File: config.mk
export PLATFORM = sky130hd
export DESIGN_NAME = rds_status_irq
export DESIGN_NICKNAME = d
export VERILOG_FILES = /design/src/rtl/rds_stat_pkg.sv /design/src/rtl/rds_err_band.sv /design/src/rtl/rds_hold_timer.sv /design/src/rtl/rds_status_irq.sv
export SDC_FILE = /design/constraint.sdc
export NUM_CORES = 1
export LEC_CHECK = 0
export BUFFER_PORTS_ARGS = -buffer_cell sky130_fd_sc_hd__buf_2
export CORE_MARGIN = 8
export CORE_UTILIZATION = 50
export CTS_CLUSTER_DIAMETER = 80
export DETAILED_ROUTE_END_ITERATION = 16
export PLACE_DENSITY_LB_ADDON = 0.08
export SLEW_MARGIN = 15
export SYNTH_ARGS = -nofsm -noshare
export SYNTH_HDL_FRONTEND = slang
export SYNTH_SLANG_ARGS = --single-unit
File: constraint.sdc
create_clock -name clk -period 3 [get_ports clk]
set_clock_uncertainty 0.1 [all_clocks]
set_input_delay 0.75 -clock clk [delete_from_list [all_inputs] [get_ports clk]]
set_output_delay 0.75 -clock clk [all_outputs]
set_load 0.02 [all_outputs]
File: src/rtl/rds_stat_pkg.sv
package rds_stat_pkg;

    // Quantised per-block error level
    typedef enum logic [1:0] {
        LVL_CLEAN = 2'b00,
        LVL_FEW   = 2'b01,
        LVL_MANY  = 2'b10,
        LVL_BAD   = 2'b11
    } err_lvl_e;

    // Pin function code that routes the group interrupt to the pin
    localparam logic [1:0] PIN_FN_GROUP = 2'b10;

endpackage

File: src/rtl/rds_err_band.sv
module rds_err_band
    import rds_stat_pkg::*;
#(
    parameter int ERR_W = 4
) (
    input  logic [ERR_W-1:0] errs,
    output logic [1:0]       lvl
);

    err_lvl_e band;

    always_comb begin
        if (errs == '0)
            band = LVL_CLEAN;
        else if (errs <= ERR_W'(2))
            band = LVL_FEW;
        else if (errs <= ERR_W'(5))
            band = LVL_MANY;
        else
            band = LVL_BAD;
    end

    assign lvl = band;

endmodule

File: src/rtl/rds_hold_timer.sv
module rds_hold_timer #(
    parameter int HOLD_MS = 40
) (
    input  logic clk,
    input  logic rst_n,
    input  logic clr,
    input  logic load,
    input  logic tick,
    output logic active
);

    localparam int             CW     = $clog2(HOLD_MS + 2);
    localparam logic [CW-1:0]  RELOAD = CW'(HOLD_MS + 1);

    logic [CW-1:0] cnt_d, cnt_q;

    always_comb begin
        cnt_d = cnt_q;
        if (clr)
            cnt_d = '0;
        else if (load)
            cnt_d = RELOAD;
        else if (tick && cnt_q != '0)
            cnt_d = cnt_q - 1'b1;
    end

    always_ff @(posedge clk or negedge rst_n) begin
        if (!rst_n)
            cnt_q <= '0;
        else
            cnt_q <= cnt_d;
    end

    assign active = (cnt_q != '0);

endmodule

File: src/rtl/rds_status_irq.sv
module rds_status_irq
    import rds_stat_pkg::*;
#(
    parameter int READY_MS = 40,
    parameter int PULSE_MS = 5,
    parameter int NBLK     = 4,
    parameter int ERR_W    = 4
) (
    input  logic                  clk,
    input  logic                  rst_n,
    input  logic                  ms_tick,
    input  logic                  rds_en,
    input  logic                  verbose_mode,
    input  logic                  irq_en,
    input  logic [1:0]            pin_sel,
    input  logic                  grp_rcvd,
    input  logic                  grp_valid,
    input  logic                  dec_sync,
    input  logic [NBLK*ERR_W-1:0] blk_errs,
    output logic                  ready,
    output logic                  sync_stat,
    output logic [2*NBLK-1:0]     blk_lvl,
    output logic                  irq_n
);

    localparam int LVL_W = 2 * NBLK;

    typedef struct packed {
        logic             sync;
        logic [LVL_W-1:0] lvl;
    } stat_t;

    stat_t st_d, st_q;

    logic             accept;
    logic             pin_routed;
    logic             pulse_active;
    logic [LVL_W-1:0] lvl_now;

    // Quantise each block's error count
    for (genvar b = 0; b < NBLK; b++) begin : g_band
        rds_err_band #(.ERR_W(ERR_W)) u_band (
            .errs (blk_errs[b*ERR_W +: ERR_W]),
            .lvl  (lvl_now[2*b +: 2])
        );
    end

    // Group acceptance rule depends on the mode
    always_comb begin
        accept = 1'b0;
        if (rds_en && grp_rcvd)
            accept = verbose_mode ? dec_sync : grp_valid;
    end

    assign pin_routed = irq_en && (pin_sel == PIN_FN_GROUP);

    rds_hold_timer #(.HOLD_MS(READY_MS)) u_ready_hold (
        .clk    (clk),
        .rst_n  (rst_n),
        .clr    (!rds_en),
        .load   (accept),
        .tick   (ms_tick),
        .active (ready)
    );

    rds_hold_timer #(.HOLD_MS(PULSE_MS)) u_pulse_hold (
        .clk    (clk),
        .rst_n  (rst_n),
        .clr    (!rds_en),
        .load   (accept && pin_routed),
        .tick   (ms_tick),
        .active (pulse_active)
    );

    always_comb begin
        st_d = st_q;
        if (!rds_en || !verbose_mode) begin
            st_d.sync = 1'b0;
            st_d.lvl  = '0;
        end else begin
            st_d.sync = dec_sync;
            if (accept)
                st_d.lvl = lvl_now;
        end
    end

    always_ff @(posedge clk or negedge rst_n) begin
        if (!rst_n)
            st_q <= '0;
        else
            st_q <= st_d;
    end

    assign sync_stat = st_q.sync;
    assign blk_lvl   = st_q.lvl;
    assign irq_n     = !(pulse_active && pin_routed);

endmodule

# Word level (Yosys, flattened, before mapping)
# Cells that the tools add are included.
# Widths: inputs -> output; s select.
dict set report classes {
  mux 22
  n_eq_ne 3
  reduce_logical 17
  order_cmp 8
  addsub 2
}
# cell count
set ops {}
lappend ops {{$mux 6} 3}
lappend ops {{$le 4x2->1 const B} 4}
lappend ops {{$le 4x3->1 const B} 4}
lappend ops {{$logic_not 4->1} 4}
lappend ops {{$mux 2} 8}
lappend ops {{$mux 3} 3}
lappend ops {{$mux 9} 1}
lappend ops {{$mux 8} 1}
lappend ops {{$logic_and 1x1->1} 6}
lappend ops {{$mux 1} 6}
lappend ops {{$ne 3x1->1 const B} 2}
lappend ops {{$reduce_bool 6->1} 1}
lappend ops {{$sub 6x1->6 const B} 1}
lappend ops {{$logic_not 1->1} 3}
lappend ops {{$reduce_bool 3->1} 1}
lappend ops {{$sub 3x1->3 const B} 1}
lappend ops {{$eq 2x2->1 const B} 1}
lappend ops {{$reduce_bool 2->1} 1}
lappend ops {{$logic_or 1x1->1} 1}
dict set report totals {
  wordCells 56
  out_inout_bits 11
  register_bits 18
  input_bits 27
}

# Longest topological paths before layout
# Gate-level depths: netlist of the first run.
dict set report logic_depth {
  ltp_word 6
  ltp_mapped 6
  depth_no_buf 6
}

# Hierarchy
# Synthesis of the first run repeated with hierarchy kept, for this count alone.
dict set report unflattened {
  hier_cells 128
  hier_area_um2 1229.9
}
# mod area_per_inst_um2 cells_per_inst instances seq_area_each_um2
set by_module_without_submodules {}
lappend by_module_without_submodules {rds_status_irq 495.5 46 1 225.2}
lappend by_module_without_submodules {{rds_hold_timer (u_ready_hold)} 386.6 44 1 150.1}
lappend by_module_without_submodules {{rds_hold_timer (u_pulse_hold)} 192.7 18 1 75.1}
lappend by_module_without_submodules {rds_err_band 38.8 5 4 0.0}

# Worst setup path after synthesis of the first run
# Ideal clock, no wire load.
dict set report synth_timing {
  kind {input-to-output}
  start {in pin_sel[1]}
  end {out irq_n}
  arrival_ns 1.089
  path_slack_ns 1.061
  stages 2
  path_buffers 0
  required_time_ns 2.150
  path_cell_list {nor2b_1 > nand3b_1}
}
dict set report synth_between {
  elab_chain_len 4
}
# item line
set synth_rtl {}
lappend synth_rtl {{from (decl)} rds_status_irq.sv:15} ;# input logic [1:0] pin_sel,
lappend synth_rtl {{$eq 2x2->1} rds_status_irq.sv:55} ;# assign pin_routed = irq_en && (pin_sel == PIN_FN_GROUP);
lappend synth_rtl {{$logic_and 1x1->1} rds_status_irq.sv:55}
lappend synth_rtl {{$logic_and 1x1->1} rds_status_irq.sv:96} ;# assign irq_n = !(pulse_active && pin_routed);
lappend synth_rtl {{$logic_not 1->1} rds_status_irq.sv:96}
lappend synth_rtl {{to (decl)} rds_status_irq.sv:23} ;# output logic irq_n
# No other way between the ends.

# Worst setup path in the final report of the first run
dict set report layout_timing {
  start {reg u_ready_hold.cnt_q[2]}
  end {out ready}
}
dict set report layout_between {
  elab_chain_len 1
}
# item line
set layout_rtl {}
lappend layout_rtl {{from (decl)} rds_hold_timer.sv:15} ;# logic [CW-1:0] cnt_d, cnt_q;
lappend layout_rtl {{from (signal assigned)} rds_hold_timer.sv:31} ;# cnt_q <= cnt_d;
lappend layout_rtl {{$reduce_bool 6->1} rds_hold_timer.sv:34} ;# assign active = (cnt_q != '0);
lappend layout_rtl {{to (decl)} rds_status_irq.sv:20} ;# output logic ready,
# No other way between the ends.

==> results.cfg, run 1 <==
[run_status]
run_status = completed

[worst_hold_path]
hold_path_class = in -> async

[routing]
dr.pass1.iters = 4
totalWireLength_um = 2550
detail_route.wl_per_cell_um = 14.1
detail_route.drc_violations = 0
antenna_left = 0
dr_total_vias = 981
initialDrtViolationCount = 20
detail_route.vias_per_cell = 5.45

[worst_setup_path]
critical_path.endpoint_type = primary output
critical_r2r_launch = u_pulse_hold.cnt_q[0]$_DFFE_PN0P_
slowest_delay_ps = 430
crit_cells = 4
type_of_the_setup_path_with_the_least_slack = reg -> out
critical_path_required_ps = 2150
critPathLaunchType = register
worst_path_max_delay_cell = sky130_fd_sc_hd__dfrtp_1
regToRegSetupSlack_ps = 1280
worstPathArrival_ps = 1500
path_buf_inv = 2
crit_fanout = 6
regToRegEndpoint = u_pulse_hold.cnt_q[2]$_DFFE_PN0P_
ff2ff_path_depth = 6
worstPathCellList = or3_1 -> nor2_1 -> inv_1 -> buf_2
critical-path-top-delay-family = simple AND/OR/NAND/NOR gates

[floorplan]
start_util_pct = 53.3
core_um2 = 1960
die_w_um = 61.7
floorplan.rows = 16
floorplan.die_area_um2 = 3810
die-height_um = 61.7
io_pins = 38

[grt]
grt_start_max_net_pins = 19
initial_antenna_violation_count = 0
track_usage_pct = 15.8
grt_first_pass_wirelength_um = 4550
global_route_congestion_overflow_total = 0
vias_in_the_first_global_route = 1107

[pwr]
clockPowerShare_pct = 20.6
combinational_cell_fraction_of_total_power_pct = 38.4
switching_share_pct = 34.4
seq_power_share_pct = 41.0
cellPowerDensity_nw_per_um2 = 572
netSwitchingPower_mw = 0.254
ir_worst_vdd_mv = 0.277
internal_power_mw = 0.485
p_leak_nw = 0.626

[final_layout]
count_of_nets_after_finishing = 185
syn_to_final_growth_pct = 23.7
layout_commonest_cell = sky130_fd_sc_hd__buf_2
post-route-util_pct = 65.9
layout_common_cells = sky130_fd_sc_hd__buf_2 (37), sky130_fd_sc_hd__dfrtp_1 (18), sky130_fd_sc_hd__nor2_1 (16), sky130_fd_sc_hd__inv_1 (9), sky130_fd_sc_hd__nand2_1 (8)
antenna-diode-count = 0
layout.filler_cells = 184
final-seq-area_um2 = 450
drive_above_1_share_pct = 28.8
multi_input_comb_area_um2 = 553

[placed_design]
dp.final_hpwl_um = 2030
io_buffer_count = 37
gpl.final_weighted_congestion = 0.884

[clocking]
postCtsSetupBuffers = 0
numClockSinks = 18
cts.reportedPaths.clkPinSlew_ps = 110
post_cts_resized = 0
clock_latency_ps = 300
clock_tree_from_tritoncts = done
clockBufferDepth = 2
cts_inserted_buffers = 3
hold_buffers = 0
htree_num_levels = 1
root_buffer = sky130_fd_sc_hd__clkbuf_4

[sta]
report.final.setup_viol = 0
worst_slew_pin_slew_ps = 557
report.final.slew_viol_count = 0
finalCriticalPeriod_ps = 2350
clock.fmax_mhz = 426
hold_violations = 0
fin_tns_setup_ps = 0
unrepaired_setup_endpoints_after_global_routing = false
min_period_over_period_pct = 78.3
max_slew_margin_pct = 62.6
timing.hold.ws_ps = 258

[run]
max_cap_violations = 0

[synth]
synth_enable_flop_cells = 0
synthesis.area_per_instance_um2 = 9.16
synth_cell_type_count = 32
yosys_warnings = 0
synth-seq-cells = 18
synth_seq_area_share_pct = 43.1
flip_flop_cell_with_the_highest_count_after_synthesis = sky130_fd_sc_hd__dfrtp_1
synthesis.nets = 145
ys_async_sr_fraction_pct = 100
cell_area_after_synthesis_um2 = 1040
synth_cells = 114
## cell usage after synthesis (all sizes together), types with 3 or more instances
master   number  share of area [%]
nand2         8                2.9
nor2         16                5.7
nor3          5                2.4
inv           9                3.2
a21oi         3                1.4
a2111oi       4                3.4
xnor2         5                4.2
ha            4                4.8
dfrtp        18                 43
o21ai         4                1.9
a211oi        6                4.3
nor2b         7                4.2
## routing by layer
layer | vias up | global-route usage, % | wire [um]
li1 | 486 | - | -
met1 | 463 | 17.7 | 1080
met2 | 28 | 27.8 | 1310
met3 | 4 | 3.29 | 120
met4 | 0 | 7.47 | 30
met5 | - | 0 | 0
## state kept, by name (all words and copies together), names as in the netlist
signal	cells
blk_lvl	8
u_pulse_hold.cnt_q	3
u_ready_hold.cnt_q	6
sync_stat	1
## power by group through the flow
stage                     combinational, mW  clock (mW)  sequential (mW)
after floorplan                       0.202           0            0.307
after global placement                0.274           0            0.306
after detailed placement              0.287           0            0.308
after CTS                             0.288       0.160            0.303
after global routing                  0.327       0.168            0.309
final                                 0.284       0.153            0.303
## per-stage QoR
step | area, um^2 | worst slack (ps) | power [mW] | instances
2_1_floorplan | 1040 | 1060 | 0.509 | 114
3_3_place_gp | 1260 | 942 | 0.580 | 176
3_5_place_dp | 1260 | 926 | 0.595 | 176
4_1_cts | 1290 | 637 | 0.752 | 180
5_1_grt | 1290 | 535 | 0.804 | 180
6_report | 1290 | 652 | 0.740 | 180
## logic make-up after synthesis
| logic type | Yosys count | share of synthesized area (%) |
|---|---|---|
| AOI/OAI and AO/OA | 25 | 17.4 |
| xor gates and xnor gates | 5 | 4.19 |
| adders and majority gates | 4 | 4.79 |
| buffers and inverters | 11 | 3.95 |
| DFF | 18 | 43.1 |
| muxes | 3 | 3.11 |
| and+or+nand+nor | 48 | 23.5 |
## how the worst max path moves through the flow
stage                                 startpoint     to  slack, ps
3_3_place_gp                          pin_sel[0]  irq_n        940
6_report       u_ready_hold.cnt_q[2]$_DFFE_PN0P_  ready        650
2_1_floorplan                         pin_sel[1]  irq_n       1060
4_1_cts        u_ready_hold.cnt_q[2]$_DFFE_PN0P_  ready        640
3_5_place_dp                          pin_sel[0]  irq_n        930
5_1_grt        u_ready_hold.cnt_q[0]$_DFFE_PN0P_  ready        540
## final cells by class
type                       count  share of cell area, %
timing repair buffer          37                   14.3
sequential                    18                   34.8
tap                           27                   2.61
multi-input combinational     85                   42.8
inverter                       9                   2.61
clock buffer                   4                   2.81
Power figures use the tool's default switching activity.
==> inputs of run 2 (changes only) <==
--- a/config.mk
+++ b/config.mk
@@ -6,8 +6,9 @@
 export NUM_CORES = 1
 export LEC_CHECK = 0
 export BUFFER_PORTS_ARGS = -buffer_cell sky130_fd_sc_hd__buf_2
+export CORE_ASPECT_RATIO = 1.75
 export CORE_MARGIN = 8
-export CORE_UTILIZATION = 50
+export CORE_UTILIZATION = 43
 export CTS_CLUSTER_DIAMETER = 80
 export DETAILED_ROUTE_END_ITERATION = 16
 export PLACE_DENSITY_LB_ADDON = 0.08
==> constraint.sdc (replaced) <==
create_clock -name clk -period 1.9 [get_ports clk]
set_clock_uncertainty 0.1 [all_clocks]
set_input_delay 0.475 -clock clk [delete_from_list [all_inputs] [get_ports clk]]
set_output_delay 0.475 -clock clk [all_outputs]
set_load 0.02 [all_outputs]
==> results.cfg, run 2 (synthesis results as in run 1) <==
[worst_setup_path]
path_buf_inv = 2
slowest_delay_ps = 410
ff2ff_path_depth = 7
critical_r2r_launch = u_pulse_hold.cnt_q[1]$_DFFE_PN0P_
regToRegSetupSlack_ps = 110
startpoint = u_ready_hold.cnt_q[3]$_DFFE_PN0P_
critical_path.endpoint_type = primary output
crit_fanout = 2
worstPathArrival_ps = 1350
critical-path-top-delay-family = simple AND/OR/NAND/NOR gates
type_of_the_setup_path_with_the_least_slack = reg -> out
worst_path_max_delay_cell = sky130_fd_sc_hd__or3_4
worst_setup_path_endpoint = ready
crit_cells = 4
regToRegEndpoint = u_pulse_hold.cnt_q[1]$_DFFE_PN0P_
critical_path_required_ps = 1320
critPathLaunchType = register
worstPathCellList = or3_4 -> nor2_4 -> inv_2 -> buf_6

[grt]
grt_start_max_net_pins = 19
global_route_congestion_overflow_total = 0
gr-usage-met1_pct = 15.1
grt_use_met2_pct = 24.6
initial_antenna_violation_count = 0
vias_in_the_first_global_route = 1190
global_route.usage.met3_pct = 3.29
grt_first_pass_wirelength_um = 4790
track_usage_pct = 14.2
grt.busiest_layer = met2

[final_layout]
layout_commonest_cell = sky130_fd_sc_hd__buf_2
count_of_nets_after_finishing = 198
post_layout_nonfiller_instances = 191
syn_to_final_growth_pct = 41.3
largest_register_ff_count = 8
layout_common_cells = sky130_fd_sc_hd__buf_2 (35), sky130_fd_sc_hd__dfrtp_1 (18), sky130_fd_sc_hd__nor2_1 (15), sky130_fd_sc_hd__buf_4 (13), sky130_fd_sc_hd__nand2_1 (8)
layout.filler_cells = 217
drive_above_1_share_pct = 40.4
antenna-diode-count = 0

[pwr]
combinational_cell_fraction_of_total_power_pct = 47.9
internal_power_mw = 1.01
cellPowerDensity_nw_per_um2 = 1020
seq_power_share_pct = 31.3
p_leak_nw = 0.710
netSwitchingPower_mw = 0.488
ir_worst_vdd_mv = 0.549
clockPowerShare_pct = 20.7
switching_share_pct = 32.5

[placed_design]
dp.final_hpwl_um = 2180
io_buffer_count = 37
gpl.final_weighted_congestion = 0.891
numPlacedInstances = 177

[clocking]
root_buffer = sky130_fd_sc_hd__clkbuf_8
cts.reportedPaths.clkPinSlew_ps = 70
cts_inserted_buffers = 3
clockBufferDepth = 2
clock_tree_from_tritoncts = done
hold_buffers = 0
htree_num_levels = 1
numClockSinks = 18
clock_latency_ps = 250

[run]
max_cap_violations = 0

[routing]
detail_route.vias_per_cell = 5.49
detail_route.wl_per_cell_um = 14.9
dr_total_vias = 1049
initialDrtViolationCount = 29
dr.pass1.iters = 3
detail_route.drc_violations = 0
totalWireLength_um = 2840
antenna_left = 0

[run_status]
run_status = finished with violations
violations = setup timing

[floorplan]
floorplan.rows = 23
floorplan.die_area_um2 = 4320
start_util_pct = 45.4
io_pins = 38
core_um2 = 2300
die_w_um = 53.3
die-height_um = 81.2

[sta]
layout_setup_ws_ps = -21.4
max_slew_margin_pct = 69.0
clock.fmax_mhz = 520
hold_violations = 0
min_period_over_period_pct = 101
report.final.slew_viol_count = 0
timing.hold.ws_ps = 45.0
report.final.setup_viol = 1
finalCriticalPeriod_ps = 1920
worst_slew_pin_slew_ps = 459
unrepaired_setup_endpoints_after_global_routing = true

[worst_hold_path]
hold_path_class = in -> async
[run 2: worst reg2reg max path: cells and delay by family (launching register included)]
| kind | cells | cell delay, ps |
|---|---|---|
| buf+inv | 2 | 190 |
| flops | 1 | 320 |
| mux | 1 | 370 |
| compound gates | 1 | 170 |
| fa+ha+maj | 2 | 310 |
| simple gates | 1 | 250 |
[run 2: power by group through the flow]
stage,Sequential [mW],Combinational [mW],Clock [mW]
final,0.470,0.719,0.311
after global routing,0.475,0.815,0.332
after CTS,0.467,0.598,0.320
after detailed placement,0.480,0.486,0
after global placement,0.479,0.471,0
after floorplan,0.484,0.319,0
[run 2: layout make-up]
class / count / area (um^2) / area share (%)
flip-flops and latches: 18 / 450 / 30.5
well taps: 25 / 31.3 / 2.12
repair buffers: 50 / 295 / 20.0
inverters: 9 / 33.8 / 2.29
clock buffers: 4 / 55.1 / 3.73
multi-input cells: 85 / 611 / 41.4
[run 2: through the flow]
step	power, mW	setup TNS (ps)	cell area (um^2)	setup slack [ps]	utilization (%)
6_report	1.50	-21.4	1480	-21.4	64.1
5_1_grt	1.62	-56.1	1480	-56.1	64.1
4_1_cts	1.39	-17.3	1410	-17.3	61.1
3_5_place_dp	0.966	0	1280	164	55.4
3_3_place_gp	0.950	0	1280	183	55.4
2_1_floorplan	0.803	0	1040	295	-
[run 2: worst min-delay path by stage]
stage                from                           endpoint  slack (ps)  cells after the start
floorplan           rst_n             blk_lvl[0]$_DFFE_PN0P_          80                      0
global placement    rst_n  u_ready_hold.cnt_q[1]$_DFFE_PN0P_         330                      1
detailed placement  rst_n  u_ready_hold.cnt_q[1]$_DFFE_PN0P_         330                      1
CTS                 rst_n             blk_lvl[5]$_DFFE_PN0P_          60                      1
global route        rst_n  u_ready_hold.cnt_q[3]$_DFFE_PN0P_          80                      1
finish              rst_n  u_ready_hold.cnt_q[4]$_DFFE_PN0P_          40                      1
[run 2: per-layer routing]
metal  wire length [um]  vias to the layer above  share of wire [%]
met4                 70                        0                2.5
li1                   -                      509                  -
met1               1160                      500                 41
met2               1450                       34                 51
met3                153                        6                5.4
met5                  0                        -                  0
[run 2: timing repair]
action | 4_1_cts | 5_1_grt
buffers inserted | 6 | 4
endpoints found under the setup margin | 2 | 2
resized for setup | 10 | 8
pin swaps | 1 | 2
==> inputs of run 3 (changes only) <==
--- a/config.mk
+++ b/config.mk
@@ -6,10 +6,9 @@
 export NUM_CORES = 1
 export LEC_CHECK = 0
 export BUFFER_PORTS_ARGS = -buffer_cell sky130_fd_sc_hd__buf_2
-export CORE_ASPECT_RATIO = 1.75
+export CORE_ASPECT_RATIO = 1.25
 export CORE_MARGIN = 8
 export CORE_UTILIZATION = 43
-export CTS_CLUSTER_DIAMETER = 80
 export DETAILED_ROUTE_END_ITERATION = 16
 export PLACE_DENSITY_LB_ADDON = 0.08
 export SLEW_MARGIN = 15
==> results.cfg, run 3 (synthesis results as in run 1) <==
[clocking]
cts_inserted_buffers = 3
numClockSinks = 18
clockBufferDepth = 2
clock_latency_ps = 280
cts.reportedPaths.clkPinSlew_ps = 100
clock_tree_from_tritoncts = done
hold_buffers = 0
root_buffer = sky130_fd_sc_hd__clkbuf_4
htree_num_levels = 1

[final_layout]
layout.filler_cells = 224
count_of_nets_after_finishing = 195
fin_area_um2 = 1430
drive_above_1_share_pct = 39.5
syn_to_final_growth_pct = 37.0
largest_register_ff_count = 8
layout_common_cells = sky130_fd_sc_hd__buf_2 (35), sky130_fd_sc_hd__dfrtp_1 (18), sky130_fd_sc_hd__nor2_1 (15), sky130_fd_sc_hd__buf_4 (10), sky130_fd_sc_hd__nand2_1 (8)
antenna-diode-count = 0
layout_commonest_cell = sky130_fd_sc_hd__buf_2

[grt]
grt_first_pass_wirelength_um = 4620
vias_in_the_first_global_route = 1111
global_route_congestion_overflow_total = 0
grt_start_max_net_pins = 19
track_usage_pct = 13.3
initial_antenna_violation_count = 0

[worst_setup_path]
worst_setup_path_endpoint = ready
critPathLaunchType = register
worst_path_max_delay_cell = sky130_fd_sc_hd__or3_4
worstPathArrival_ps = 1340
crit_fanout = 2
critical_path.endpoint_type = primary output
regToRegEndpoint = u_ready_hold.cnt_q[0]$_DFFE_PN0P_
type_of_the_setup_path_with_the_least_slack = reg -> out
startpoint = u_ready_hold.cnt_q[2]$_DFFE_PN0P_
slowest_delay_ps = 400
regToRegSetupSlack_ps = 180
ff2ff_path_depth = 5
critical_path_required_ps = 1320
worstPathCellList = or3_4 -> nor2_4 -> inv_2 -> buf_6
critical_r2r_launch = u_ready_hold.cnt_q[2]$_DFFE_PN0P_

[sta]
unrepaired_setup_endpoints_after_global_routing = true
min_period_over_period_pct = 101
hold_violations = 0
timing.hold.ws_ps = 9.48
max_slew_margin_pct = 67.8
worst_slew_pin_slew_ps = 478
layout_setup_ws_ps = -15.8
report.final.slew_viol_count = 0
report.final.setup_viol = 1
finalCriticalPeriod_ps = 1920
clock.fmax_mhz = 522

[floorplan]
core_um2 = 2380
start_util_pct = 43.9
floorplan.die_area_um2 = 4270
die-height_um = 71.1
floorplan.rows = 20
io_pins = 38
die_w_um = 60.1

[routing]
antenna_left = 0
detail_route.drc_violations = 0
totalWireLength_um = 2680
detail_route.wl_per_cell_um = 13.7
dr.pass1.iters = 5
initialDrtViolationCount = 33
detail_route.vias_per_cell = 5.46
dr_total_vias = 1064

[pwr]
cellPowerDensity_nw_per_um2 = 916
ir_worst_vdd_mv = 0.461
p_leak_nw = 0.680

[placed_design]
dp.final_hpwl_um = 2050
io_buffer_count = 37
gpl.final_weighted_congestion = 0.796
post_dp_cell_area_um2 = 1290

[worst_hold_path]
hold_path_class = in -> async

[run_status]
violations = setup timing
run_status = finished with violations

[run]
max_cap_violations = 0
## run 3: critical path, delay by kind of cell (launching register included)
family | cells | cell delay, ps
DFF | 1 | 390
buffers and inverters | 2 | 170
and+or+nand+nor | 2 | 500
## run 3: layout make-up
| class | count | area (um^2) | share of cell area, % |
|---|---|---|---|
| Multi-Input combinational cell | 85 | 611 | 42.7 |
| Sequential cell | 18 | 450 | 31.5 |
| Timing Repair Buffer | 47 | 273 | 19.1 |
| Clock buffer | 3 | 22.5 | 1.57 |
| Inverter | 9 | 33.8 | 2.36 |
| Tap cell | 33 | 41.3 | 2.88 |
## run 3: report_power, final
group / switching [mW] / leakage (nW) / total (mW) / internal, mW
logic: 0.313 / 0.424 / 0.659 / 0.346
clock network: 0.109 / 0.0138 / 0.183 / 0.0734
registers: 0.0302 / 0.242 / 0.470 / 0.439
total: 0.453 / 0.680 / 1.31 / 0.859
## run 3: how the worst min path moves through the flow
stage / from / to / cells after the start
after floorplan: rst_n / blk_lvl[0]$_DFFE_PN0P_ / 0
after global placement: rst_n / u_ready_hold.cnt_q[1]$_DFFE_PN0P_ / 1
after detailed placement: rst_n / u_ready_hold.cnt_q[1]$_DFFE_PN0P_ / 1
after CTS: rst_n / u_ready_hold.cnt_q[1]$_DFFE_PN0P_ / 1
after global routing: rst_n / sync_stat$_DFF_PN0_ / 1
final: rst_n / u_ready_hold.cnt_q[1]$_DFFE_PN0P_ / 1
## run 3: metal layers
layer | wire [um] | track usage (%)
met1 | 1080 | 14.6
met2 | 1380 | 24.5
met3 | 187 | 2.54
met4 | 35 | 3.19
met5 | 0 | 0
## run 3: through the flow
| stage | total power [mW] | setup TNS, ps | setup slack, ps | utilization, % | std cells |
|---|---|---|---|---|---|
| finish | 1.31 | -15.8 | -15.8 | 60.2 | 195 |
| global route | 1.40 | -110 | -70.1 | 60.2 | 195 |
| CTS | 1.23 | -29.6 | -29.6 | 58.1 | 192 |
| detailed placement | 0.953 | 0 | 154 | 54.1 | 185 |
| global placement | 0.942 | 0 | 180 | 54.1 | 185 |
| floorplan | 0.803 | 0 | 295 | - | 114 |
## run 3: what timing repair did
item,CTS,global route
gates resized for setup,15,4
pin swaps,2,2
endpoints found under the setup margin,2,2
buffers inserted,4,3
